File: src/rtl/i2cm_pkg.sv
package i2cm_pkg;
  typedef enum logic [1:0] {
    OP_START = 2'd0,
    OP_STOP  = 2'd1,
    OP_WRITE = 2'd2,
    OP_READ  = 2'd3
  } op_e;

  typedef enum logic [3:0] {
    S_IDLE,
    S_STA_SU,
    S_STA_HI,
    S_STA_HD,
    S_STA_LO,
    S_STO_SU,
    S_STO_HI,
    S_STO_REL,
    S_WB_SU,
    S_WB_HI,
    S_WB_LO,
    S_RB_HI,
    S_RB_LO
  } st_e;
endpackage

File: src/rtl/i2cm_phase_timer.sv
module i2cm_phase_timer #(
  parameter int CNT_W = 8
) (
  input  logic             clk,
  input  logic             rst_n,
  input  logic             load,
  input  logic [CNT_W-1:0] load_val,
  output logic             expired
);
  logic [CNT_W-1:0] cnt_q, cnt_d;
  logic             cnt_en;

  always_comb begin
    cnt_en = load || (cnt_q != '0);
    cnt_d  = load ? load_val : cnt_q - 1'b1;
  end

  always_ff @(posedge clk or negedge rst_n) begin
    if (!rst_n)      cnt_q <= '0;
    else if (cnt_en) cnt_q <= cnt_d;
  end

  assign expired = (cnt_q == '0);
endmodule

File: src/rtl/i2cm_shift_reg.sv
module i2cm_shift_reg #(
  parameter int DATA_W = 8
) (
  input  logic              clk,
  input  logic              rst_n,
  input  logic              load,
  input  logic [DATA_W-1:0] load_val,
  input  logic              shift_en,
  input  logic              shift_in,
  output logic [DATA_W-1:0] q
);
  logic [DATA_W-1:0] q_d;
  logic              q_en;

  always_comb begin
    q_en = load || shift_en;
    q_d  = load ? load_val : {q[DATA_W-2:0], shift_in};
  end

  always_ff @(posedge clk or negedge rst_n) begin
    if (!rst_n)    q <= '0;
    else if (q_en) q <= q_d;
  end
endmodule

File: src/rtl/i2c_bitbyte_master.sv
module i2c_bitbyte_master #(
  parameter int PHASE_DLY = 250,
  parameter int SETUP_CYC = 2,
  parameter int DATA_W    = 8
) (
  input  logic              clk,
  input  logic              rst_n,
  input  logic              cmd_valid,
  input  logic [1:0]        cmd_op,
  input  logic [DATA_W-1:0] cmd_wdata,
  input  logic              cmd_rd_ack,
  output logic              busy,
  output logic              done,
  output logic [DATA_W-1:0] rdata,
  output logic              ack_seen,
  output logic              scl_pull,
  output logic              sda_pull,
  input  logic              sda_in
);
  import i2cm_pkg::*;

  localparam int PH_LEN  = (PHASE_DLY < 1) ? 1 : PHASE_DLY;
  localparam int SU_LEN  = (SETUP_CYC < 1) ? 1 : SETUP_CYC;
  localparam int MAX_LEN = (PH_LEN > SU_LEN) ? PH_LEN : SU_LEN;
  localparam int CNT_W   = (MAX_LEN > 1) ? $clog2(MAX_LEN) : 1;
  localparam int BCNT_W  = $clog2(DATA_W + 1);
  localparam logic [CNT_W-1:0]  PH_LD    = CNT_W'(PH_LEN - 1);
  localparam logic [CNT_W-1:0]  SU_LD    = CNT_W'(SU_LEN - 1);
  localparam logic [BCNT_W-1:0] ACK_SLOT = BCNT_W'(DATA_W);

  // reset: asynchronous assert, synchronous release
  logic rs_q1, srst_n;
  always_ff @(posedge clk or negedge rst_n) begin
    if (!rst_n) begin
      rs_q1  <= 1'b0;
      srst_n <= 1'b0;
    end else begin
      rs_q1  <= 1'b1;
      srst_n <= rs_q1;
    end
  end

  st_e               st_q, st_d;
  op_e               op_q, op_d;
  logic [BCNT_W-1:0] bcnt_q, bcnt_d;
  logic              rdack_q, rdack_d;
  logic              scl_q, scl_d, sda_q, sda_d;
  logic              done_q, done_d;
  logic [DATA_W-1:0] rdata_q;
  logic              ack_q;
  logic              tmr_exp, tmr_load, phase_end;
  logic [CNT_W-1:0]  tmr_val;
  logic [DATA_W-1:0] sreg;
  logic              sh_load, sh_en, cap_rd, cap_ack;
  logic              ctl_en;

  i2cm_phase_timer #(.CNT_W(CNT_W)) u_timer (
    .clk(clk), .rst_n(srst_n), .load(tmr_load), .load_val(tmr_val), .expired(tmr_exp)
  );

  i2cm_shift_reg #(.DATA_W(DATA_W)) u_shift (
    .clk(clk), .rst_n(srst_n), .load(sh_load), .load_val(cmd_wdata),
    .shift_en(sh_en), .shift_in(sda_in), .q(sreg)
  );

  assign phase_end = (st_q != S_IDLE) && tmr_exp;

  // next-state
  always_comb begin
    st_d    = st_q;
    op_d    = op_q;
    bcnt_d  = bcnt_q;
    rdack_d = rdack_q;
    case (st_q)
      S_IDLE: if (cmd_valid) begin
        op_d    = op_e'(cmd_op);
        rdack_d = cmd_rd_ack;
        bcnt_d  = '0;
        case (op_e'(cmd_op))
          OP_START: st_d = S_STA_SU;
          OP_STOP:  st_d = S_STO_SU;
          OP_WRITE: st_d = S_WB_SU;
          default:  st_d = S_RB_HI;
        endcase
      end
      S_STA_SU:  if (phase_end) st_d = S_STA_HI;
      S_STA_HI:  if (phase_end) st_d = S_STA_HD;
      S_STA_HD:  if (phase_end) st_d = S_STA_LO;
      S_STA_LO:  if (phase_end) st_d = S_IDLE;
      S_STO_SU:  if (phase_end) st_d = S_STO_HI;
      S_STO_HI:  if (phase_end) st_d = S_STO_REL;
      S_STO_REL: if (phase_end) st_d = S_IDLE;
      S_WB_SU:   if (phase_end) st_d = S_WB_HI;
      S_WB_HI:   if (phase_end) st_d = S_WB_LO;
      S_RB_HI:   if (phase_end) st_d = S_RB_LO;
      S_WB_LO, S_RB_LO: if (phase_end) begin
        if (bcnt_q == ACK_SLOT) begin
          st_d = S_IDLE;
        end else begin
          bcnt_d = bcnt_q + 1'b1;
          if ((bcnt_q + 1'b1) == ACK_SLOT)
            st_d = (op_q == OP_WRITE) ? S_RB_HI : S_WB_SU;
          else
            st_d = (op_q == OP_WRITE) ? S_WB_SU : S_RB_HI;
        end
      end
      default: st_d = S_IDLE;
    endcase
  end

  // line drive decode for the state being entered
  always_comb begin
    scl_d = scl_q;
    sda_d = sda_q;
    case (st_d)
      S_STA_SU:  sda_d = 1'b0;
      S_STA_HI:  begin scl_d = 1'b0; sda_d = 1'b0; end
      S_STA_HD:  sda_d = 1'b1;
      S_STA_LO:  begin scl_d = 1'b1; sda_d = 1'b1; end
      S_STO_SU:  sda_d = 1'b1;
      S_STO_HI:  begin scl_d = 1'b0; sda_d = 1'b1; end
      S_STO_REL: begin scl_d = 1'b0; sda_d = 1'b0; end
      S_WB_SU: begin
        scl_d = 1'b1;
        if (op_d == OP_READ)     sda_d = rdack_d;
        else if (st_q == S_IDLE) sda_d = ~cmd_wdata[DATA_W-1];
        else                     sda_d = ~sreg[DATA_W-1];
      end
      S_WB_HI:  scl_d = 1'b0;
      S_WB_LO:  begin scl_d = 1'b1; sda_d = 1'b0; end
      S_RB_HI:  begin scl_d = 1'b0; sda_d = 1'b0; end
      S_RB_LO:  begin scl_d = 1'b1; sda_d = 1'b0; end
      default: ;
    endcase
  end

  always_comb begin
    ctl_en   = (st_d != st_q);
    tmr_load = ctl_en && (st_d != S_IDLE);
    tmr_val  = (st_d == S_STA_SU || st_d == S_STO_SU || st_d == S_WB_SU) ? SU_LD : PH_LD;
    sh_load  = (st_q == S_IDLE) && cmd_valid;
    sh_en    = phase_end && (((st_q == S_WB_HI) && (op_q == OP_WRITE)) ||
                             ((st_q == S_RB_HI) && (op_q == OP_READ)));
    cap_rd   = phase_end && (st_q == S_RB_HI) && (op_q == OP_READ) &&
               (bcnt_q == ACK_SLOT - 1'b1);
    cap_ack  = phase_end && (st_q == S_RB_HI) && (op_q == OP_WRITE);
    done_d   = phase_end && (st_d == S_IDLE);
  end

  // registers
  always_ff @(posedge clk or negedge srst_n) begin
    if (!srst_n) begin
      st_q    <= S_IDLE;
      op_q    <= OP_START;
      bcnt_q  <= '0;
      rdack_q <= 1'b0;
      scl_q   <= 1'b0;
      sda_q   <= 1'b0;
    end else if (ctl_en) begin
      st_q    <= st_d;
      op_q    <= op_d;
      bcnt_q  <= bcnt_d;
      rdack_q <= rdack_d;
      scl_q   <= scl_d;
      sda_q   <= sda_d;
    end
  end

  always_ff @(posedge clk or negedge srst_n) begin
    if (!srst_n) done_q <= 1'b0;
    else         done_q <= done_d;
  end

  always_ff @(posedge clk or negedge srst_n) begin
    if (!srst_n)     rdata_q <= '0;
    else if (cap_rd) rdata_q <= {sreg[DATA_W-2:0], sda_in};
  end

  always_ff @(posedge clk or negedge srst_n) begin
    if (!srst_n)      ack_q <= 1'b0;
    else if (cap_ack) ack_q <= ~sda_in;
  end

  assign busy     = (st_q != S_IDLE);
  assign done     = done_q;
  assign rdata    = rdata_q;
  assign ack_seen = ack_q;
  assign scl_pull = scl_q;
  assign sda_pull = sda_q;
endmodule

File: config.mk
export PLATFORM = sky130hd
export DESIGN_NAME = i2c_bitbyte_master
export DESIGN_NICKNAME = d
export VERILOG_FILES = /design/src/rtl/i2cm_pkg.sv /design/src/rtl/i2cm_phase_timer.sv /design/src/rtl/i2cm_shift_reg.sv /design/src/rtl/i2c_bitbyte_master.sv
export SDC_FILE = /design/constraint.sdc
export NUM_CORES = 1
export LEC_CHECK = 0
export ABC_AREA = 0
export CAP_MARGIN = 20
export CORE_ASPECT_RATIO = 1.2
export CORE_MARGIN = 2
export CORE_UTILIZATION = 47
export DETAILED_ROUTE_END_ITERATION = 10
export GPL_TIMING_DRIVEN = 0
export MAX_ROUTING_LAYER = met4
export PLACE_DENSITY = 0.67
export SLEW_MARGIN = 20
export SYNTH_ARGS = -nofsm -noshare
export SYNTH_HDL_FRONTEND = slang
export SYNTH_HIERARCHICAL = 1
export SYNTH_SLANG_ARGS = --single-unit
export TNS_END_PERCENT = 20
File: constraint.sdc
create_clock -name clk -period 1.65 [get_ports clk]
set_input_delay 0.495 -clock clk [delete_from_list [all_inputs] [get_ports clk]]
set_output_delay 0.495 -clock clk [all_outputs]
set_load 0.05 [all_outputs]
==> impl_metrics.env, run 1 <==
export IMPL_synth_mux_area_share_pct=8.45
export IMPL_synthArstFlopShare_pct=100
export IMPL_rsz0062_at_grt="true"
export IMPL_wl_per_cell_um=16.0
export IMPL_outcome="finished with violations"
export IMPL_core_mm2=0.00490
export IMPL_gp_congestion=0.899
export IMPL_design_portCount=28
export IMPL_synth_warnings=6
export IMPL_hp_class="flip-flop to async pin"
export IMPL_p_leak_nw=1.39
export IMPL_post_drt_via_cell_ratio=5.65
export IMPL_fin_nets=335
export IMPL_ys_seq_elements=41
export IMPL_cts_hold_buffers=0
export IMPL_setup_viol=37
export IMPL_syn_avg_cell_area_um2=9.32
export IMPL_syn2layout_area_growth_pct=42.2
export IMPL_grt_antenna_before_repair=0
export IMPL_max_freq_ghz=0.306
export IMPL_grt_util_all_layers_pct=23.8
export IMPL_dp_hpwl_mm=3.79
export IMPL_drc=0
export IMPL_synth_edf_count=0
export IMPL_synth_top_family_by_area="simple AND/OR/NAND/NOR gates"
export IMPL_ant_nets=0
export IMPL_final_period_utilization_pct=198
export IMPL_layout_common_cells="dfrtp_1 (40), nand2_1 (35), buf_4 (19), clkdlybuf4s50_1 (14), o21ai_1 (13)"
export IMPL_violations="setup timing"
export IMPL_arrival_ns=3.51
export IMPL_worst_path_max_fanout=4
export IMPL_htree_levels=2
export IMPL_cts_tree="done"
export IMPL_grt_pass1_vias=2068
export IMPL_synthXorXnorAreaFrac_pct=2.59
export IMPL_ys_seq_area_share_pct=43.3
export IMPL_routed_wl_mm=6.05
export IMPL_grt_max_degree=28
export IMPL_irDropWorstVdd_mv=1.11
export IMPL_drive_above_1_share_pct=35.5
export IMPL_worstSetupPathType="flip-flop to flip-flop"
export IMPL_cts_sinks=41
export IMPL_syn_area_mm2=0.00237
export IMPL_period_needed_ns=3.27
export IMPL_power_density_mw_per_mm2=1510
export IMPL_rows=28
export IMPL_hold_viol=0
export IMPL_finClkSkew_ns=0.0100
export IMPL_postLayoutSetupSlackWorst_ns=-1.62
export IMPL_dr_total_vias=2137
export IMPL_cp_end_kind="flip-flop"
export IMPL_slew_headroom_pct=66.2
export IMPL_io_buffers=27
export IMPL_mostFrequentLayoutCell="dfrtp_1"
export IMPL_initial_core_util_pct=48.3
export IMPL_synth_compound_area_share_pct=16.9
export IMPL_p_total_mw=5.09
export IMPL_cts_buffers=5
export IMPL_setup_tns_ns=-34.37
export IMPL_die_w_um=68.8
export IMPL_grt_pass1_wl_mm=9.77
export IMPL_synth_ff_type="dfrtp_1"
export IMPL_final_max_slew_viol_count=0
export IMPL_die_area_mm2=0.00563
export IMPL_syn_instance_count=254
export IMPL_root_buffer="clkbuf_8"
export IMPL_clock_path_buffers=2
export IMPL_cts_clk_slew_worst_paths_ns=0.09
export IMPL_crit_path_start_kind="flip-flop"
export IMPL_required_ns=1.88
export IMPL_chipHeight_um=81.8
export IMPL_fillCellCount=390
export IMPL_final_util_pct=68.7
export IMPL_diodes=0
export IMPL_synthAdderAreaFrac_pct=1.58
export IMPL_yosysUniqueCellTypes=56
export IMPL_maxCapViolations=0
export IMPL_grt_overflow=0
export IMPL_drt_iter0_markers=160
export IMPL_drt_first_pass_iters=4
export IMPL_yosys_area_share_simple_pct=21.8
export IMPL_clock_latency_ns=0.30
export IMPL_worstMarginPinSlew_ns=0.509
path summary, 6_finish.rpt:
| check | startpoint | to | slack (ns) | cells past startpoint |
|---|---|---|---|---|
| min | srst_n | u_timer/cnt_q[0] | 0.17 | 0 |
| min reg2reg | srst_n | u_timer/cnt_q[0] | 0.17 | 0 |
| max reg2reg | u_timer/cnt_q[0] | u_timer/cnt_q[6] | -1.62 | 14 |
| max in group asynchronous | srst_n | u_timer/cnt_q[6] | 1.04 | 1 |
| max | u_timer/cnt_q[0] | u_timer/cnt_q[6] | -1.62 | 14 |
| min in group clk | rs_q1 | srst_n | 0.35 | 0 |
stage by stage:
stage          hold WS, ns  area, µm²  worst slack, ns  instances
2_1_floorplan        0.199       2430            -1.72        256
3_3_place_gp         0.335       2780            -1.97        343
3_5_place_dp         0.166       2800            -1.99        344
4_1_cts              0.181       3280            -1.60        374
5_1_grt              0.215       3370            -1.76        378
6_report             0.170       3370            -1.62        378
state kept, by name, indices dropped and copies added (netlist names):
signal	count
ack_seen	1
rs_q1	1
scl_pull	1
rdack_q	1
u_timer/cnt_q	8
rdata	8
done	1
st_q	4
op_q	2
bcnt_q	4
sda_pull	1
u_shift/q	8
srst_n	1
synthesized netlist by cell type (all sizes together) (2+ instances only):
cell    number  area [µm²]
a21boi       2        15.0
a21oi        9        45.0
a221o        2        21.3
a31oi        2        12.5
buf          7        53.8
clkbuf       3        12.5
conb         2        7.51
dfrtp       41        1030
ha           3        37.5
inv         13        48.8
mux2         8        90.1
mux2i       11         110
nand2       43         164
nand2b       5        31.3
nand3        3        15.0
nand3b       2        15.0
nand4        2        12.5
nand4b       2        17.5
nor2        14        52.6
nor2b        2        12.5
nor3        11        60.1
nor3b        3        27.5
o211a        2        20.0
o211ai       2        20.0
o21ai       18        90.1
o22ai        2        12.5
o311ai       2        17.5
o31ai        8        60.1
o41ai        2        17.5
or3          2        12.5
or3b         3        26.3
or4          3        22.5
xnor2        5        43.8
xor2         2        17.5
routing by layer:
layer | up-vias | global-route usage, % | share of wire, %
li1 | 1037 | - | -
met1 | 1038 | 30.0 | 43
met2 | 48 | 37.6 | 51
met3 | 14 | 5.07 | 3.7
met4 | 0 | 9.02 | 2.1
met5 | - | - | 0
report_power, final:
part | leakage, nW | internal, mW | switching, mW
combinational | 0.837 | 1.35 | 1.38
clock | 0.0687 | 0.609 | 0.381
sequential | 0.479 | 1.19 | 0.188
total | 1.39 | 3.14 | 1.95
cell families after synthesis:
kind of cell    after synthesis
mux                          19
fa+ha+maj                     3
simple gates                100
buf+inv                      24
xor+xnor                      7
flops                        41
compound gates               58
other cells                   2
cell type report:
class | instances | area, µm² | share of cell area (%)
Inverter | 14 | 63.8 | 1.89
Clock inverter | 3 | 68.8 | 2.04
Timing Repair Buffer | 55 | 529 | 15.7
Tap cell | 60 | 75.1 | 2.23
Clock buffer | 5 | 68.8 | 2.04
Buffer | 9 | 86.3 | 2.56
Multi-Input combinational cell | 191 | 1450 | 43.0
Sequential cell | 41 | 1030 | 30.5
critical path, cell delays in order (launching register included):
cell and delay [ns]:
dfrtp_1 0.40, inv_2 0.09, ha_4 0.13, or4b_4 0.48, nor2_4 0.19, nor2_1 0.06, nor2_1 0.10, o22ai_1 0.09
a221o_2 0.42, xnor2_2 0.13, o2111a_2 0.23, nor2_4 0.05, or3b_4 0.36, or4_1 0.40, nand3_1 0.09
what timing repair did:
item | in CTS | in global routing
setup endpoints to repair | 50 | 41
gates resized for setup | 77 | 22
pin swaps | 19 | 6
buffers inserted | 22 | 5
gates cloned | 1 | 0
Power figures use the tool's default switching activity.
==> inputs of run 2 (changes only) <==
Settings changed: ABC_CLOCK_PERIOD_IN_PS from default to 1650, GPL_TIMING_DRIVEN 0 to default.
==> impl_metrics.env, run 2 (same netlist as run 1, synthesis figures left out) <==
export IMPL_required_ns=1.88
export IMPL_max_freq_ghz=0.316
export IMPL_hold_worst_slack_ns=0.300
export IMPL_regArea_mm2=0.00103
export IMPL_cts_sinks=41
export IMPL_wl_per_cell_um=14.5
export IMPL_final_cells=419
export IMPL_grt_antenna_before_repair=0
export IMPL_postLayoutSetupSlackWorst_ns=-1.52
export IMPL_syn2layout_area_growth_pct=53.3
export IMPL_period_needed_ns=3.17
export IMPL_ant_nets=0
export IMPL_drt_iter0_markers=135
export IMPL_cts_clk_slew_worst_paths_ns=0.08
export IMPL_layout_common_cells="buf_4 (71), nand2_1 (40), dfrtp_1 (40), clkdlybuf4s50_1 (14), o21ai_1 (13)"
export IMPL_cts_hold_buffers=0
export IMPL_arrival_ns=3.40
export IMPL_grt_overflow=0
export IMPL_setup_viol=37
export IMPL_crit_path_start_kind="flip-flop"
export IMPL_die_w_um=68.8
export IMPL_chipHeight_um=81.8
export IMPL_dp_cells=403
export IMPL_final_period_utilization_pct=192
export IMPL_rr_worst_depth=14
export IMPL_hp_class="flip-flop to async pin"
export IMPL_cts_buffers=5
export IMPL_rows=28
export IMPL_root_buffer="clkbuf_8"
export IMPL_pwr_share_clk_pct=15.0
export IMPL_dr_total_vias=2245
export IMPL_hold_viol=0
export IMPL_combPwrFrac_pct=56.5
export IMPL_rr_endpoint="u_timer/cnt_q[6]"
export IMPL_diodes=0
export IMPL_grt_util_all_layers_pct=24.1
export IMPL_worstSetupPathType="flip-flop to flip-flop"
export IMPL_drive_above_1_share_pct=40.4
export IMPL_drt_first_pass_iters=4
export IMPL_die_area_mm2=0.00563
export IMPL_io_buffers=27
export IMPL_design_portCount=28
export IMPL_pwr_share_seq_pct=28.6
export IMPL_irDropWorstVdd_mv=1.33
export IMPL_cp_end_kind="flip-flop"
export IMPL_rsz0062_at_grt="true"
export IMPL_dpl_worst_slack_ns=-1.62
export IMPL_power_density_mw_per_mm2=1270
export IMPL_post_drt_via_cell_ratio=5.36
export IMPL_final_max_slew_viol_count=0
export IMPL_grt_max_degree=40
export IMPL_r2r_slack_ns=-1.52
export IMPL_endpoint="u_timer/cnt_q[6]"
export IMPL_intPower_mw=2.84
export IMPL_routed_wl_mm=6.09
export IMPL_htree_levels=2
export IMPL_final_util_pct=74.0
export IMPL_dp_hpwl_mm=4.52
export IMPL_outcome="finished with violations"
export IMPL_grt_pass1_wl_mm=9.94
export IMPL_initial_core_util_pct=48.3
export IMPL_gp_congestion=0.893
export IMPL_violations="setup timing"
export IMPL_clock_latency_ns=0.29
export IMPL_timing_rr_start="u_timer/cnt_q[1]"
export IMPL_clock_path_buffers=2
export IMPL_maxCapViolations=0
export IMPL_p_switching_mw=1.77
export IMPL_grt_pass1_vias=2220
export IMPL_mostFrequentLayoutCell="buf_4"
export IMPL_p_leak_nw=1.58
export IMPL_p_total_mw=4.60
export IMPL_multi_input_area_mm2=0.00138
export IMPL_drc=0
export IMPL_fillCellCount=346
export IMPL_switching_share_pct=38.4
export IMPL_cts_tree="done"
export IMPL_fin_nets=376
export IMPL_worst_path_max_fanout=4
export IMPL_core_mm2=0.00490
export IMPL_critPathLaunch="u_timer/cnt_q[1]"
export IMPL_finClkSkew_ns=0.00510
## run 2: cell types whose count changed in the layout (fill, tap and decap cells not counted), moves of 4 or more
cell,delta
buf_2,-4
nand2_1,+5
clkbuf_2,-4
buf_12,+11
buf_4,+52
clkdlybuf4s15_2,-9
## run 2: power by group through the flow
stage | Combinational, mW | Clock (mW) | Sequential (mW)
2_1_floorplan | 1.17 | 0 | 1.44
3_3_place_gp | 2.24 | 0 | 1.32
3_5_place_dp | 2.28 | 0 | 1.33
4_1_cts | 2.47 | 0.712 | 1.31
5_1_grt | 2.82 | 0.760 | 1.33
6_report | 2.60 | 0.689 | 1.31
## run 2: cell type report
type / count / share of cell area, %
clock inverter: 2 / 0.379
clock buffer: 6 / 2.27
multi-input combinational: 191 / 37.9
sequential: 41 / 28.3
inverter: 14 / 1.48
timing repair buffer: 105 / 27.6
tap: 60 / 2.07
## run 2: stage by stage
stage	setup TNS (ns)	cell area [µm²]
floorplan	-28.33	2430
global placement	-29.63	3340
detailed placement	-31.57	3340
CTS	-28.94	3550
global route	-34.53	3630
finish	-30.20	3630
## run 2: worst min-delay path by stage
stage / from / end / slack [ns] / depth (start not counted)
after global routing: rst_n / srst_n / 0.35 / 1
after floorplan: rst_n / rs_q1 / 0.20 / 0
after global placement: srst_n / u_timer/cnt_q[3] / 0.31 / 1
after detailed placement: srst_n / u_timer/cnt_q[2] / 0.32 / 1
after CTS: srst_n / u_timer/cnt_q[2] / 0.33 / 1
final: srst_n / u_timer/cnt_q[2] / 0.30 / 1
## run 2: what timing repair did
action / in CTS / in global routing
gates resized for setup: 23 / 16
endpoints found under the setup margin: 37 / 38
pin swaps: 11 / 6
cloned: 0 / 0
buffers inserted: 6 / 2
## run 2: worst max-delay path, cell delays in order (launching register included)
cell      delay, ns
dfrtp_1        0.40
inv_2          0.08
ha_4           0.13
or4b_4         0.47
nor2_4         0.15
nor2_1         0.05
nor2_1         0.09
o22ai_1        0.08
a221o_2        0.40
xnor2_2        0.12
o2111a_2       0.25
nor2_4         0.04
or3b_4         0.35
or4_1          0.41
nand3_1        0.08
## run 2: per-layer routing
metal | GRT usage, % | part of all wire [%] | up-vias
li1 | - | - | 1123
met1 | 28.5 | 42 | 1076
met2 | 41.1 | 54 | 36
met3 | 3.84 | 2.7 | 10
met4 | 8.63 | 2.0 | 0
met5 | - | 0 | -
